File: src/rtl/irq_vec_pkg.sv
package irq_vec_pkg;
  localparam int unsigned DEF_N_SRC    = 32;
  localparam int unsigned DEF_ADDR_W   = 32;
  localparam int unsigned DEF_NMI_IDX  = 1;
  localparam logic [31:0] DEF_TBL_BASE = 32'h0000_0F00;

  typedef enum logic [1:0] {
    GIE_HOLD = 2'd0,
    GIE_SET  = 2'd1,
    GIE_CLR  = 2'd2
  } gie_op_e;
endpackage

File: src/rtl/irq_gate.sv
module irq_gate #(
  parameter int unsigned N_SRC   = 32,
  parameter int unsigned NMI_IDX = 1,
  localparam int unsigned IDX_W  = $clog2(N_SRC)
) (
  input  logic             clk_i,
  input  logic             rst_ni,
  input  logic [N_SRC-1:0] irq_i,
  input  logic [N_SRC-1:0] mask_i,
  input  logic             gie_i,
  input  logic             sw_req_i,
  input  logic [IDX_W-1:0] sw_idx_i,
  output logic [N_SRC-1:0] elig_o
);
  logic nmi_q;

  always_ff @(posedge clk_i or negedge rst_ni) begin
    if (!rst_ni) nmi_q <= 1'b0;
    else         nmi_q <= irq_i[NMI_IDX];
  end

  for (genvar g = 0; g < N_SRC; g++) begin : g_src
    logic hw_hit, sw_hit;
    if (g == NMI_IDX) begin : g_nmi
      // edge only: a held line must not re-enter forever
      assign hw_hit = irq_i[g] & ~nmi_q;
    end else begin : g_mask
      assign hw_hit = irq_i[g] & mask_i[g] & gie_i;
    end
    assign sw_hit    = sw_req_i & (sw_idx_i == IDX_W'(g));
    assign elig_o[g] = hw_hit | sw_hit;
  end
endmodule

File: src/rtl/irq_pick.sv
module irq_pick #(
  parameter int unsigned N_SRC  = 32,
  localparam int unsigned IDX_W = $clog2(N_SRC)
) (
  input  logic [N_SRC-1:0] elig_i,
  output logic             any_o,
  output logic [IDX_W-1:0] idx_o
);
  always_comb begin
    any_o = 1'b0;
    idx_o = '0;
    for (int k = N_SRC - 1; k >= 0; k--) begin
      if (elig_i[k]) begin
        any_o = 1'b1;
        idx_o = IDX_W'(k);
      end
    end
  end
endmodule

File: src/rtl/irq_state.sv
module irq_state
  import irq_vec_pkg::*;
#(
  parameter int unsigned N_SRC  = 32,
  localparam int unsigned IDX_W = $clog2(N_SRC)
) (
  input  logic             clk_i,
  input  logic             rst_ni,
  input  logic             mask_we_i,
  input  logic [N_SRC-1:0] mask_wdata_i,
  input  logic             gie_set_i,
  input  logic             gie_clr_i,
  input  logic             take_i,
  input  logic [IDX_W-1:0] take_idx_i,
  output logic [N_SRC-1:0] mask_o,
  output logic             gie_o
);
  logic [N_SRC-1:0] mask_q, mask_d;
  logic             gie_q, gie_d;
  gie_op_e          gie_op;

  always_comb begin
    mask_d = mask_we_i ? mask_wdata_i : mask_q;
    if (take_i) mask_d[take_idx_i] = 1'b0;
  end

  always_comb begin
    if (take_i || gie_clr_i) gie_op = GIE_CLR;
    else if (gie_set_i)      gie_op = GIE_SET;
    else                     gie_op = GIE_HOLD;
    unique case (gie_op)
      GIE_SET: gie_d = 1'b1;
      GIE_CLR: gie_d = 1'b0;
      default: gie_d = gie_q;
    endcase
  end

  always_ff @(posedge clk_i or negedge rst_ni) begin
    if (!rst_ni) begin
      mask_q <= '0;
      gie_q  <= 1'b0;
    end else begin
      mask_q <= mask_d;
      gie_q  <= gie_d;
    end
  end

  assign mask_o = mask_q;
  assign gie_o  = gie_q;
endmodule

File: src/rtl/irq_vec_ctrl.sv
module irq_vec_ctrl
  import irq_vec_pkg::*;
#(
  parameter int unsigned          N_SRC    = DEF_N_SRC,
  parameter int unsigned          ADDR_W   = DEF_ADDR_W,
  parameter int unsigned          NMI_IDX  = DEF_NMI_IDX,
  parameter logic [ADDR_W-1:0]    TBL_BASE = ADDR_W'(DEF_TBL_BASE)
) (
  input  logic                       clk_i,
  input  logic                       rst_ni,
  input  logic [N_SRC-1:0]           irq_i,
  input  logic                       sw_req_i,
  input  logic [$clog2(N_SRC)-1:0]   sw_idx_i,
  input  logic                       mask_we_i,
  input  logic [N_SRC-1:0]           mask_wdata_i,
  input  logic                       gie_set_i,
  input  logic                       gie_clr_i,
  output logic [N_SRC-1:0]           mask_o,
  output logic                       gie_o,
  output logic                       take_o,
  output logic [$clog2(N_SRC)-1:0]   take_idx_o,
  output logic [ADDR_W-1:0]          vec_addr_o
);
  localparam int unsigned IDX_W = $clog2(N_SRC);

  logic [N_SRC-1:0] elig;
  logic             any;
  logic [IDX_W-1:0] pick_idx;

  irq_gate #(.N_SRC(N_SRC), .NMI_IDX(NMI_IDX)) u_gate (
    .clk_i   (clk_i),
    .rst_ni  (rst_ni),
    .irq_i   (irq_i),
    .mask_i  (mask_o),
    .gie_i   (gie_o),
    .sw_req_i(sw_req_i),
    .sw_idx_i(sw_idx_i),
    .elig_o  (elig)
  );

  irq_pick #(.N_SRC(N_SRC)) u_pick (
    .elig_i(elig),
    .any_o (any),
    .idx_o (pick_idx)
  );

  irq_state #(.N_SRC(N_SRC)) u_state (
    .clk_i       (clk_i),
    .rst_ni      (rst_ni),
    .mask_we_i   (mask_we_i),
    .mask_wdata_i(mask_wdata_i),
    .gie_set_i   (gie_set_i),
    .gie_clr_i   (gie_clr_i),
    .take_i      (any),
    .take_idx_i  (pick_idx),
    .mask_o      (mask_o),
    .gie_o       (gie_o)
  );

  always_ff @(posedge clk_i or negedge rst_ni) begin
    if (!rst_ni) begin
      take_o     <= 1'b0;
      take_idx_o <= '0;
      vec_addr_o <= TBL_BASE;
    end else begin
      take_o <= any;
      if (any) begin
        take_idx_o <= pick_idx;
        vec_addr_o <= TBL_BASE + ADDR_W'(pick_idx);
      end
    end
  end
endmodule

File: config.mk
export PLATFORM = sky130hd
export DESIGN_NAME = irq_vec_ctrl
export DESIGN_NICKNAME = d
export VERILOG_FILES = /design/src/rtl/irq_vec_pkg.sv /design/src/rtl/irq_gate.sv /design/src/rtl/irq_pick.sv /design/src/rtl/irq_state.sv /design/src/rtl/irq_vec_ctrl.sv
export SDC_FILE = /design/constraint.sdc
export NUM_CORES = 1
export LEC_CHECK = 0
export BUFFER_PORTS_ARGS = -buffer_cell sky130_fd_sc_hd__buf_2
export CAP_MARGIN = 20
export CORE_MARGIN = 5
export CORE_UTILIZATION = 48
export CTS_BUF_LIST = sky130_fd_sc_hd__clkbuf_16
export DETAILED_ROUTE_END_ITERATION = 7
export GPL_ROUTABILITY_DRIVEN = 0
export PLACE_DENSITY = 0.79
export SLEW_MARGIN = 30
export SYNTH_ARGS = -nofsm -noshare
export SYNTH_HDL_FRONTEND = slang
export SYNTH_SLANG_ARGS = --single-unit
File: constraint.sdc
create_clock -name clk_i -period 3.3 [get_ports clk_i]
set_clock_uncertainty 0.1 [all_clocks]
set_input_delay 0.495 -clock clk_i [delete_from_list [all_inputs] [get_ports clk_i]]
set_output_delay 0.495 -clock clk_i [all_outputs]
set_load 0.05 [all_outputs]
---- Word-level counts from Yosys, hierarchy flattened ----
Cells that the tools add are included.
storage, ports and cells
  bits of input ports ..................... 75
  bits in registers ....................... 72
  output and inout bits ................... 71
cells by class
  $lt $le $gt $ge ......................... 2
  add/subtract/negate cells ............... 1
  muxes and demuxes ....................... 71
  equal/unequal tests ..................... 33
  reductions and logical operators ........ 4
  bitwise operators ....................... 130
operators by type and width
  operator                                                                             count
  5-bit two-way mux                                                                    32
  1-bit bitwise AND                                                                    95
  5-bit equality test, second input constant                                           16
  32-bit two-way mux                                                                   2
  5-bit by 4-bit equality test with 1-bit output, second input constant                8
  1-bit two-way mux                                                                    34
  32-bit bitwise AND                                                                   1
  32-bit NOT                                                                           1
  1-bit OR                                                                             32
  5-bit by 3-bit equality test with 1-bit output, second input constant                4
  12-bit by 5-bit adder with 13-bit output, first input constant                       1
  5-bit by 2-bit equality test with 1-bit output, second input constant                2
  5-bit by 6-bit less-than comparator with 1-bit output, second input constant         1
  1-bit demux with 5-bit select                                                        1
  5-bit by 1-bit equality test with 1-bit output, second input constant                1
  5-bit by 1-bit greater-or-equal comparator with 1-bit output, second input constant  1
  5-bit logical NOT                                                                    1
  2-bit by 1-bit equality test with 1-bit output, second input constant                1
  2-bit equality test, second input constant                                           1
  2-bit two-way mux                                                                    1
  1-bit one-hot mux with 2 select lines                                                1
  2-bit nonzero test                                                                   1
  1-bit logical AND                                                                    1
  1-bit logical OR                                                                     1
  1-bit NOT                                                                            1

---- Depth between registers and ports, before layout ----
Gate-level depths: netlist of the first run.
  depth in word-level cells ............... 42
  gate-level depth with buffers ........... 11
  gate-level depth less buffers ........... 7

---- Modules after synthesis ----
A second synthesis of the first run with hierarchy kept.
second synthesis, totals
  cell total of the unflattened synthesis .. 300
  area, all modules ....................... 2,871.5 sq um
by module, submodules not included
  module        instances  area each (sq um)  cells each
  irq_state     1          1,544.0            118
  irq_gate      1          503.0              72
  irq_vec_ctrl  1          454.2              45
  irq_pick      1          370.4              65

---- Worst setup path after synthesis of the first run ----
Ideal clock, no wire load.
  kind .................................... input port to flip-flop
  start ................................... input sw_idx_i[3]
  end ..................................... register u_state.mask_q[15] (netlist: u_state.mask_o[15])
  stages .................................. 9
  library setup time ...................... 0.145 ns
  path slack .............................. 0.573 ns
  arrival ................................. 2.483 ns
  path through ............................ buf_2 or4b_4 o2111ai_2 o21ai_1 a32o_1 or2_1 o31ai_4 buf_6 a31oi_1
on the way
  word-level cells in the longest chain between the ends .. 42
ends and longest elaborated chain
  what                                                                                                                                                         RTL line            text
  from (decl)                                                                                                                                                  irq_vec_ctrl.sv:13  input logic [$clog2(N_SRC)-1:0] sw_idx_i,
  5-bit equality test                                                                                                                                          irq_gate.sv:30      assign sw_hit = sw_req_i & (sw_idx_i == IDX_W'(g));
  1-bit bitwise AND                                                                                                                                            irq_gate.sv:30
  1-bit OR                                                                                                                                                     irq_gate.sv:31      assign elig_o[g] = hw_hit | sw_hit;
  5-bit two-way mux (32 in a row)                                                                                                                              irq_pick.sv:13      if (elig_i[k]) begin
  5-bit by 6-bit less-than comparator with 1-bit output (implied by the code) or 5-bit by 1-bit greater-or-equal comparator with 1-bit output (tied branches)  irq_state.sv:24     if (take_i) mask_d[take_idx_i] = 1'b0;
  1-bit logical AND (implied by the code)                                                                                                                      irq_state.sv:24
  1-bit two-way mux (implied by the code)                                                                                                                      irq_state.sv:24
  1-bit demux with 5-bit select                                                                                                                                -
  32-bit NOT (no source line)                                                                                                                                  -
  32-bit bitwise AND (no source line)                                                                                                                          -
  32-bit two-way mux (*)                                                                                                                                       irq_state.sv:24
  net u_state.mask_d[15]                                                                                                                                       irq_state.sv:18     logic [N_SRC-1:0] mask_q, mask_d;
  to (signal assigned)                                                                                                                                         irq_state.sv:43     mask_q <= mask_d;
  to (decl)                                                                                                                                                    irq_state.sv:18
Mark *: on every way through the listed nets, which the timed path passes. The rest lies on a longest branch.
A chain may end at the register's enable or synchronous reset.

---- Worst setup path after layout of the first run ----
  start ................................... register u_state.gie_q (netlist: u_state.gie_o)
  end ..................................... register u_state.mask_q[22] (netlist: u_state.mask_o[22])
on the way
  word-level cells in the longest chain between the ends .. 41
ends and longest elaborated chain
  what                                                                                                                                                         RTL line         text
  from (decl)                                                                                                                                                  irq_state.sv:19  logic gie_q, gie_d;
  from (signal assigned)                                                                                                                                       irq_state.sv:44  gie_q <= gie_d;
  1-bit bitwise AND                                                                                                                                            irq_gate.sv:28   assign hw_hit = irq_i[g] & mask_i[g] & gie_i;
  1-bit OR                                                                                                                                                     irq_gate.sv:31
  5-bit two-way mux (32 in a row)                                                                                                                              irq_pick.sv:13
  5-bit by 6-bit less-than comparator with 1-bit output (implied by the code) or 5-bit by 1-bit greater-or-equal comparator with 1-bit output (tied branches)  irq_state.sv:24
  1-bit logical AND (implied by the code)                                                                                                                      irq_state.sv:24
  1-bit two-way mux (implied by the code)                                                                                                                      irq_state.sv:24
  1-bit demux with 5-bit select                                                                                                                                -
  32-bit NOT (no source line)                                                                                                                                  -
  32-bit bitwise AND (no source line)                                                                                                                          -
  32-bit two-way mux (*)                                                                                                                                       irq_state.sv:24
  net u_state.mask_d[22]                                                                                                                                       irq_state.sv:18
Marks and branches as above.

==> impl_metrics.toml, run 1 <==
[run_status]
status = "completed"

[cells_and_area]
final_nets = 551
n_antenna_cell = 0
nFillCells = 608
fin_cells = 557
area_delta_synth_final_pct = 20.2
layout-drive-gt1-share_pct = 29.8

[floorplanning]
die_h_um = 92.1
dieArea_um2 = 8490
fp.dieW_um = 92.1
io_pins = 146
core_area_um2 = 6680
rows = 30
initial_utilization_pct = 48.4

[clock_tree]
cts_root_buf = "clkbuf_16"
clock_path_buffers = 2
cts_buffers = 5
cts_tree = "done"
cts_hold_buf = 0
clkTransAtPathRegs_ns = 0.06
cts_max_level = 2
cts_resized = 0
post-cts-setup-buffers = 0
clk_latency_ns = 0.28
clock_sinks = 40

[pwr]
pwr_density_cell_nw_per_um2 = 583
ir_drop_v = 0.000470
leakagePower_nw = 1.88

[worst_setup_path]
arrival_ns = 3.01
rr_worst_depth = 8
cp.required_ns = 3.35
timing.rr.end = "u_state.mask_o[22]"
reg2reg_from = "u_state.gie_o"
crit_end = "u_state.mask_o[22]"
crit_path_start = "u_state.gie_o"
endpoint_kind = "register"
r2r_slack_ns = 0.33
crit_fanout = 20
worstSetupStartpointType = "register"
path_class = "reg2reg"

[placed_design]
place_inst = 549
dp_worst_setup_slack_ns = 0.309
hpwl_um = 7830
port_buffers = 118

[sta]
rsz0062_at_grt = "no"
slew_headroom_pct = 37.5
drv_slew = 0
setup_viol = 0
fin_tns_setup_ns = 0
worst_slack_ns = 0.333
final_hold_viol_count = 0
min_period_ns = 2.97
worst_pin_slew_ns = 0.937
fmax_mhz = 337
period_share_pct = 89.9

[min_path]
worstHoldPathType = "in2async"

[logic_synthesis]
yosysSeqAreaShare_pct = 30.9
synth.ff_latch_count = 40
avgSynthCellArea_um2 = 8.68
yosysTopAreaCell = "dfrtp_1"
yosysUniqueCellTypes = 67
synth_top_area_share_pct = 30.9
yosysWarnings = 0
netlist_top_cells_area = "dfrtp_1 (31%), mux2i_1 (9.9%), buf_4 (7.4%)"
syn_inst = 373
synth_ff_type = "dfrtp_1"
async_flop_share_pct = 100
yosysMostFrequentCell = "dfrtp_1"
synth_edf_count = 0
netlist_area_um2 = 3240
synthTopCellsByCount = "dfrtp_1 (40), buf_4 (32), mux2i_1 (32)"

[drt]
antenna_left = 0
wl_per_cell_um = 18.4
wl_um = 10200
drc = 0
viasPerCell = 6.23
initialDrtViolationCount = 435
first_pass_iters = 5
route.vias.total = 3469

[grt]
grt_pass1_wl_um = 16000
grt_pass1_vias = 3220
use_met2_pct = 36.9
grt_use_met3_pct = 4.84
grt_use_total_pct = 23.4
busiest_layer = "met2"
use_met1_pct = 31.9
grt_max_degree = 41
antenna_found_initial = 0
overflow = 0

[job]
cap_violations = 0
-- registers in the layout, summed over array words and instances, names as in the netlist --
register	flops
u_gate.nmi_q	1
u_state.gie_o	1
take_o	1
u_state.mask_o	32
vec_addr_o	5
-- power breakdown --
part	switching [W]	internal, W	leakage, nW
combinational	0.000839	0.000292	1.34
clock	0.000200	0.000281	0.0660
sequential	0.0000797	0.000575	0.474
total	0.00112	0.00115	1.88
-- worst max-delay path, cell delays in order (launching register included) --
cell	delay (ns)
dfrtp_1	0.52
inv_1	0.36
o2111ai_1	0.29
o311ai_0	0.16
a221oi_1	0.48
o311ai_1	0.27
a211oi_2	0.32
buf_4	0.23
a21oi_1	0.08
-- stage by stage --
step | power (W) | instance area [um^2] | hold WS (ns) | util (%)
floorplan | 0.00153 | 3330 | 0.0994 | -
global placement | 0.00177 | 3740 | 0.377 | 56.0
detailed placement | 0.00178 | 3740 | 0.382 | 56.0
CTS | 0.00227 | 3890 | 0.235 | 58.2
global route | 0.00237 | 3890 | 0.123 | 58.2
finish | 0.00227 | 3890 | 0.0810 | 58.2
-- cells by family after synthesis --
family,count (synthesis),synth area share [%]
AOI/OAI and AO/OA,119,26.7
xor gates and xnor gates,1,0.271
buffers and inverters,59,11.3
DFF,40,30.9
muxes,32,9.90
other,2,0.232
and+or+nand+nor,120,20.7
-- routing by layer --
metal  part of all wire (%)  up-vias
met5                      0        -
met3                    9.5       18
li1                       -     1591
met1                     41     1653
met2                     47      207
met4                    2.2        0
-- cells in the final DEF (no fill, tap or decap), types with 8 or more instances in the layout --
cell     count
conb_1      27
a21oi_1     26
nand2_1     20
buf_2      117
a31oi_1     19
a22o_1       8
dfrtp_1     40
and3_1       9
nand3_1     21
nor2_1      21
a22oi_1      8
o21ai_0      8
nand4_1     10
mux2i_1     32
-- layout make-up --
type / instances / area, um^2 / area share (%)
inverters: 5 / 18.8 / 0.482
clock inverters: 3 / 23.8 / 0.611
multi-input cells: 299 / 1960 / 50.5
flip-flops and latches: 40 / 1000 / 25.7
repair buffers: 125 / 658 / 16.9
well taps: 80 / 100 / 2.57
clock buffers: 5 / 125 / 3.22
-- worst min-delay path by stage --
stage	from	to	slack (ns)	cells past startpoint
4_1_cts	irq_i[1]	u_gate.nmi_q	0.24	1
5_1_grt	rst_ni	u_state.mask_o[29]	0.12	1
6_report	rst_ni	u_state.mask_o[29]	0.08	1
3_5_place_dp	vec_addr_o[0]	vec_addr_o[0]	0.38	1
3_3_place_gp	vec_addr_o[2]	vec_addr_o[2]	0.38	1
2_1_floorplan	rst_ni	take_o	0.1	0
Power figures use the tool's default switching activity.
==> run 2, diff against run 1 <==
--- a/config.mk
+++ b/config.mk
@@ -9,10 +9,10 @@
 export CAP_MARGIN = 20
 export CORE_MARGIN = 5
 export CORE_UTILIZATION = 48
-export CTS_BUF_LIST = sky130_fd_sc_hd__clkbuf_16
 export DETAILED_ROUTE_END_ITERATION = 7
 export GPL_ROUTABILITY_DRIVEN = 0
 export PLACE_DENSITY = 0.79
+export RECOVER_POWER = 100
 export SLEW_MARGIN = 30
 export SYNTH_ARGS = -nofsm -noshare
 export SYNTH_HDL_FRONTEND = slang
==> run 2 against run 1 <==
The run now ends with capacitance limit, slew limit left; critical path type is now in2reg; sequential power barely moved; critical path depth rose by 1; sequential share of layout area is 0.83 points higher; via count rose by 0.89%; core utilization down 1.8 points; largest cell class unchanged; die area stayed put; combinational power about the same; critical endpoint unchanged; clock-buffer cell count stayed put.
==> impl_metrics.toml, run 2 (synthesized netlist as in run 1, its figures left out) <==
[clock_tree]
cts_root_buf = "clkbuf_8"
post-cts-setup-buffers = 0
cts_buffers = 5
cts_max_level = 2
clock_path_buffers = 2
cts_tree = "done"
clk_latency_ns = 0.30
clock_sinks = 40
cts_hold_buf = 0
clkTransAtPathRegs_ns = 0.08
cts_resized = 0

[min_path]
min-delay-start = "irq_i[1]"
worstHoldPathType = "in2reg"
hold_path_end = "u_gate.nmi_q"
min_delay_path_depth = 1

[worst_setup_path]
reg2reg_from = "u_state.gie_o"
crit_buf_inv = 2
cp_top_family = "simple AND/OR/NAND/NOR gates"
cp.required_ns = 3.42
crit_fanout = 19
arrival_ns = 3.15
rr_worst_depth = 8
crit_slowest_cell = "clkbuf_1"
slowest_delay_ns = 0.50
crit_path_start = "sw_req_i"
path_class = "in2reg"
timing.rr.end = "u_state.mask_o[22]"
endpoint_kind = "register"
cp_num_cells = 9
worstSetupStartpointType = "input pin"
worstPathCellList = "clkbuf_1 -> nand4b_1 -> nor2_1 -> o221ai_1 -> or3_1 -> o311ai_1 -> a211oi_2 -> buf_4 -> a21oi_1"
r2r_slack_ns = 0.37

[cells_and_area]
final_cell_mix = "buf_2 (71), clkbuf_1 (48), dfrtp_1 (40)"
layout-drive-gt1-share_pct = 19.7
area_delta_synth_final_pct = 16.5
fin_cells = 557
n_antenna_cell = 0
fin_area_um2 = 3770
final_nets = 551
mostFrequentLayoutCell = "buf_2"
largest_reg_flops = 32
final_util_pct = 56.4
nFillCells = 656

[sta]
fin_tns_setup_ns = 0
final_hold_viol_count = 0
period_share_pct = 91.6
drv_slew = 41
slew_headroom_pct = -41.1
min_period_ns = 3.02
worst_slack_ns = 0.277
setup_viol = 0
fmax_mhz = 331
worst_pin_slew_ns = 2.12
rsz0062_at_grt = "no"

[drt]
route.vias.total = 3500
viasPerCell = 6.28
initialDrtViolationCount = 337
antenna_left = 0
wl_um = 10200
drc = 0
first_pass_iters = 5
wl_per_cell_um = 18.3

[placed_design]
port_buffers = 118
dp_worst_setup_slack_ns = 0.309
place_inst = 549
hpwl_um = 7830
dpl_cell_area_um2 = 3740

[grt]
grt_pass1_vias = 3208
grt_max_degree = 41
grt_pass1_wl_um = 15900
grt_use_total_pct = 23.3
overflow = 0
antenna_found_initial = 0

[floorplanning]
rows = 30
io_pins = 146
fp.dieW_um = 92.1
die_h_um = 92.1
core_area_um2 = 6680
dieArea_um2 = 8490
initial_utilization_pct = 48.4

[run_status]
status = "finished with violations"
violations = "capacitance limit, slew limit"

[pwr]
leakagePower_nw = 1.71
ir_drop_v = 0.000448
pwr_density_cell_nw_per_um2 = 554

[job]
cap_violations = 1
[run 2: cell types whose count changed in the layout (fill, tap and decap cells not counted)]
cell	previous run	this run
buf_2	117	71
buf_4	7	5
clkbuf_16	5	0
clkbuf_1	0	48
clkbuf_8	0	5
[run 2: layer usage]
| metal | part of all wire [%] | global-route usage, % |
|---|---|---|
| met5 | 0 | 0 |
| met2 | 47 | 36.6 |
| met3 | 10 | 4.59 |
| met4 | 2.4 | 8.04 |
| met1 | 40 | 31.9 |
[run 2: power breakdown]
group          switching (W)  internal, W
registers          0.0000830     0.000574
clock network       0.000184     0.000150
logic               0.000840     0.000258
[run 2: cell type report]
type / instances / area, um^2 / area share [%]
multi-input combinational: 299 / 1960 / 52.1
tap: 80 / 100 / 2.66
clock inverter: 3 / 23.8 / 0.631
clock buffer: 5 / 68.8 / 1.83
sequential: 40 / 1000 / 26.6
timing repair buffer: 125 / 593 / 15.7
inverter: 5 / 18.8 / 0.498
[run 2: stage by stage]
step                      hold WS, ns  power, W
final                           0.223   0.00209
after global routing            0.234   0.00219
after CTS                       0.218   0.00212
after detailed placement        0.382   0.00178
after global placement          0.377   0.00177
after floorplan                0.0994   0.00153
[run 2: worst max path at each step]
stage	slack, ns	end
global placement	0.39	u_state.mask_o[30]
finish	0.28	u_state.mask_o[22]
global route	0.06	u_state.mask_o[18]
detailed placement	0.31	u_state.mask_o[22]
CTS	0.42	u_state.mask_o[22]
floorplan	0.57	u_state.mask_o[15]
==> run 3, diff against run 2 <==
--- a/config.mk
+++ b/config.mk
@@ -5,7 +5,7 @@
 export SDC_FILE = /design/constraint.sdc
 export NUM_CORES = 1
 export LEC_CHECK = 0
-export BUFFER_PORTS_ARGS = -buffer_cell sky130_fd_sc_hd__buf_2
+export BUFFER_PORTS_ARGS = -buffer_cell sky130_fd_sc_hd__clkbuf_2
 export CAP_MARGIN = 20
 export CORE_MARGIN = 5
 export CORE_UTILIZATION = 48
==> run 3 against run 2 <==
The run still ends with capacitance limit, slew limit left; register-to-register slack lost 0.08 ns; worst setup slack gained 0.0087 ns; sequential cell count is the same; sequential share of layout area grew 0.22 points; final area shrank 0.83%; total power shrank 1.4%; via count shrank 1.8%; die area is the same; largest power group unchanged; clock power shrank 7.5%; core utilization shrank 0.47 points.
==> impl_metrics.toml, run 3 (synthesized netlist as in run 1, its figures left out) <==
[cells_and_area]
final_cell_mix = "clkbuf_2 (72), clkbuf_1 (51), dfrtp_1 (40)"
n_antenna_cell = 0
final_util_pct = 56.0
final_nets = 553
area_delta_synth_final_pct = 15.5
layout-drive-gt1-share_pct = 19.0
largest_reg_flops = 32
mostFrequentLayoutCell = "clkbuf_2"

[run_status]
violations = "capacitance limit, slew limit"
status = "finished with violations"

[drt]
wl_um = 10200
initialDrtViolationCount = 313
first_pass_iters = 5
drc = 0
route.vias.total = 3438
viasPerCell = 6.16
wl_per_cell_um = 18.2
antenna_left = 0

[sta]
rsz0062_at_grt = "no"
worst_pin_slew_ns = 2.11
setup_viol = 0
whs_ns = 0.236
fmax_mhz = 332
final_hold_viol_count = 0
min_period_ns = 3.01
drv_slew = 41
worst_slack_ns = 0.286
period_share_pct = 91.3
fin_tns_setup_ns = 0
slew_headroom_pct = -40.6

[job]
cap_violations = 1

[worst_setup_path]
worstSetupStartpointType = "register"
path_class = "reg2reg"
endpoint_kind = "register"
crit_fanout = 27
arrival_ns = 3.07
cp.required_ns = 3.36

[floorplanning]
io_pins = 146
rows = 30
fp.dieW_um = 92.1
initial_utilization_pct = 48.4
dieArea_um2 = 8490
core_area_um2 = 6680
die_h_um = 92.1

[placed_design]
hpwl_um = 7910
dp_worst_setup_slack_ns = 0.290
port_buffers = 118

[pwr]
switching_share_pct = 52.9
ir_drop_v = 0.000457
clkPwrFrac_pct = 15.0
share_comb_of_total_power_pct = 53.0
pwr-share-seq_pct = 32.0
switchingPower_w = 0.00109
pwr_density_cell_nw_per_um2 = 551
leakagePower_nw = 1.73
power.total_w = 0.00206
intPower_w = 0.000970

[clock_tree]
post-cts-setup-buffers = 0
cts_root_buf = "clkbuf_8"
cts_max_level = 2
clk_latency_ns = 0.29
cts_hold_buf = 0
cts_resized = 0
clkTransAtPathRegs_ns = 0.07
cts_tree = "done"
cts_buffers = 5
clock_sinks = 40
clock_path_buffers = 2

[grt]
grt_pass1_wl_um = 15700
grt_pass1_vias = 3207
overflow = 0
grt_use_total_pct = 22.9
antenna_found_initial = 0
grt_max_degree = 41

[min_path]
worstHoldPathType = "in2reg"
[run 3: stage by stage]
step | area (um^2) | instances
2_1_floorplan | 3330 | 398
3_3_place_gp | 3740 | 551
3_5_place_dp | 3740 | 551
4_1_cts | 3820 | 558
5_1_grt | 3740 | 558
6_report | 3740 | 558
[run 3: final timing paths]
kind / startpoint / end / slack, ns / cells after the start
min reg2reg: vec_addr_o[1] / vec_addr_o[1] / 0.41 / 2
min: irq_i[1] / u_gate.nmi_q / 0.24 / 1
max reg2reg: u_state.gie_o / u_state.mask_o[20] / 0.29 / 9
max in group asynchronous: rst_ni / u_state.mask_o[11] / 1.18 / 1
max: u_state.gie_o / u_state.mask_o[20] / 0.29 / 9
min in group asynchronous: rst_ni / u_state.mask_o[28] / 0.70 / 1
[run 3: power groups by stage]
stage / logic, W / clock network [W] / registers (W)
floorplan: 0.000578 / 0 / 0.000948
global placement: 0.00112 / 0 / 0.000663
global route: 0.00115 / 0.000330 / 0.000674
CTS: 0.00113 / 0.000312 / 0.000660
finish: 0.00109 / 0.000309 / 0.000658
detailed placement: 0.00113 / 0 / 0.000667
[run 3: layout make-up]
cell class | instances | area [um^2]
clock inverters | 1 | 5.00
repair buffers | 127 | 583
clock buffers | 6 | 72.6
flip-flops and latches | 40 | 1000
fillers | 665 | 2940
inverters | 5 | 18.8
multi-input cells | 299 | 1960
well taps | 80 | 100
[run 3: worst max-delay path, cell delays in order, from the launching register on]
cell and delay [ns]:
dfrtp_1 0.47, buf_4 0.26, and3_1 0.20, a31oi_1 0.24, o311ai_0 0.22, a221oi_1 0.40
o311ai_0 0.30, a2bb2oi_1 0.27, clkbuf_1 0.29, a21oi_1 0.12
[run 3: per-layer routing]
metal / wire (um) / part of all wire (%) / GRT usage, %
met5: 0 / 0 / 0
met4: 314 / 3.1 / 9.03
met3: 877 / 8.6 / 5.17
met2: 4730 / 46 / 35.9
met1: 4260 / 42 / 30.5
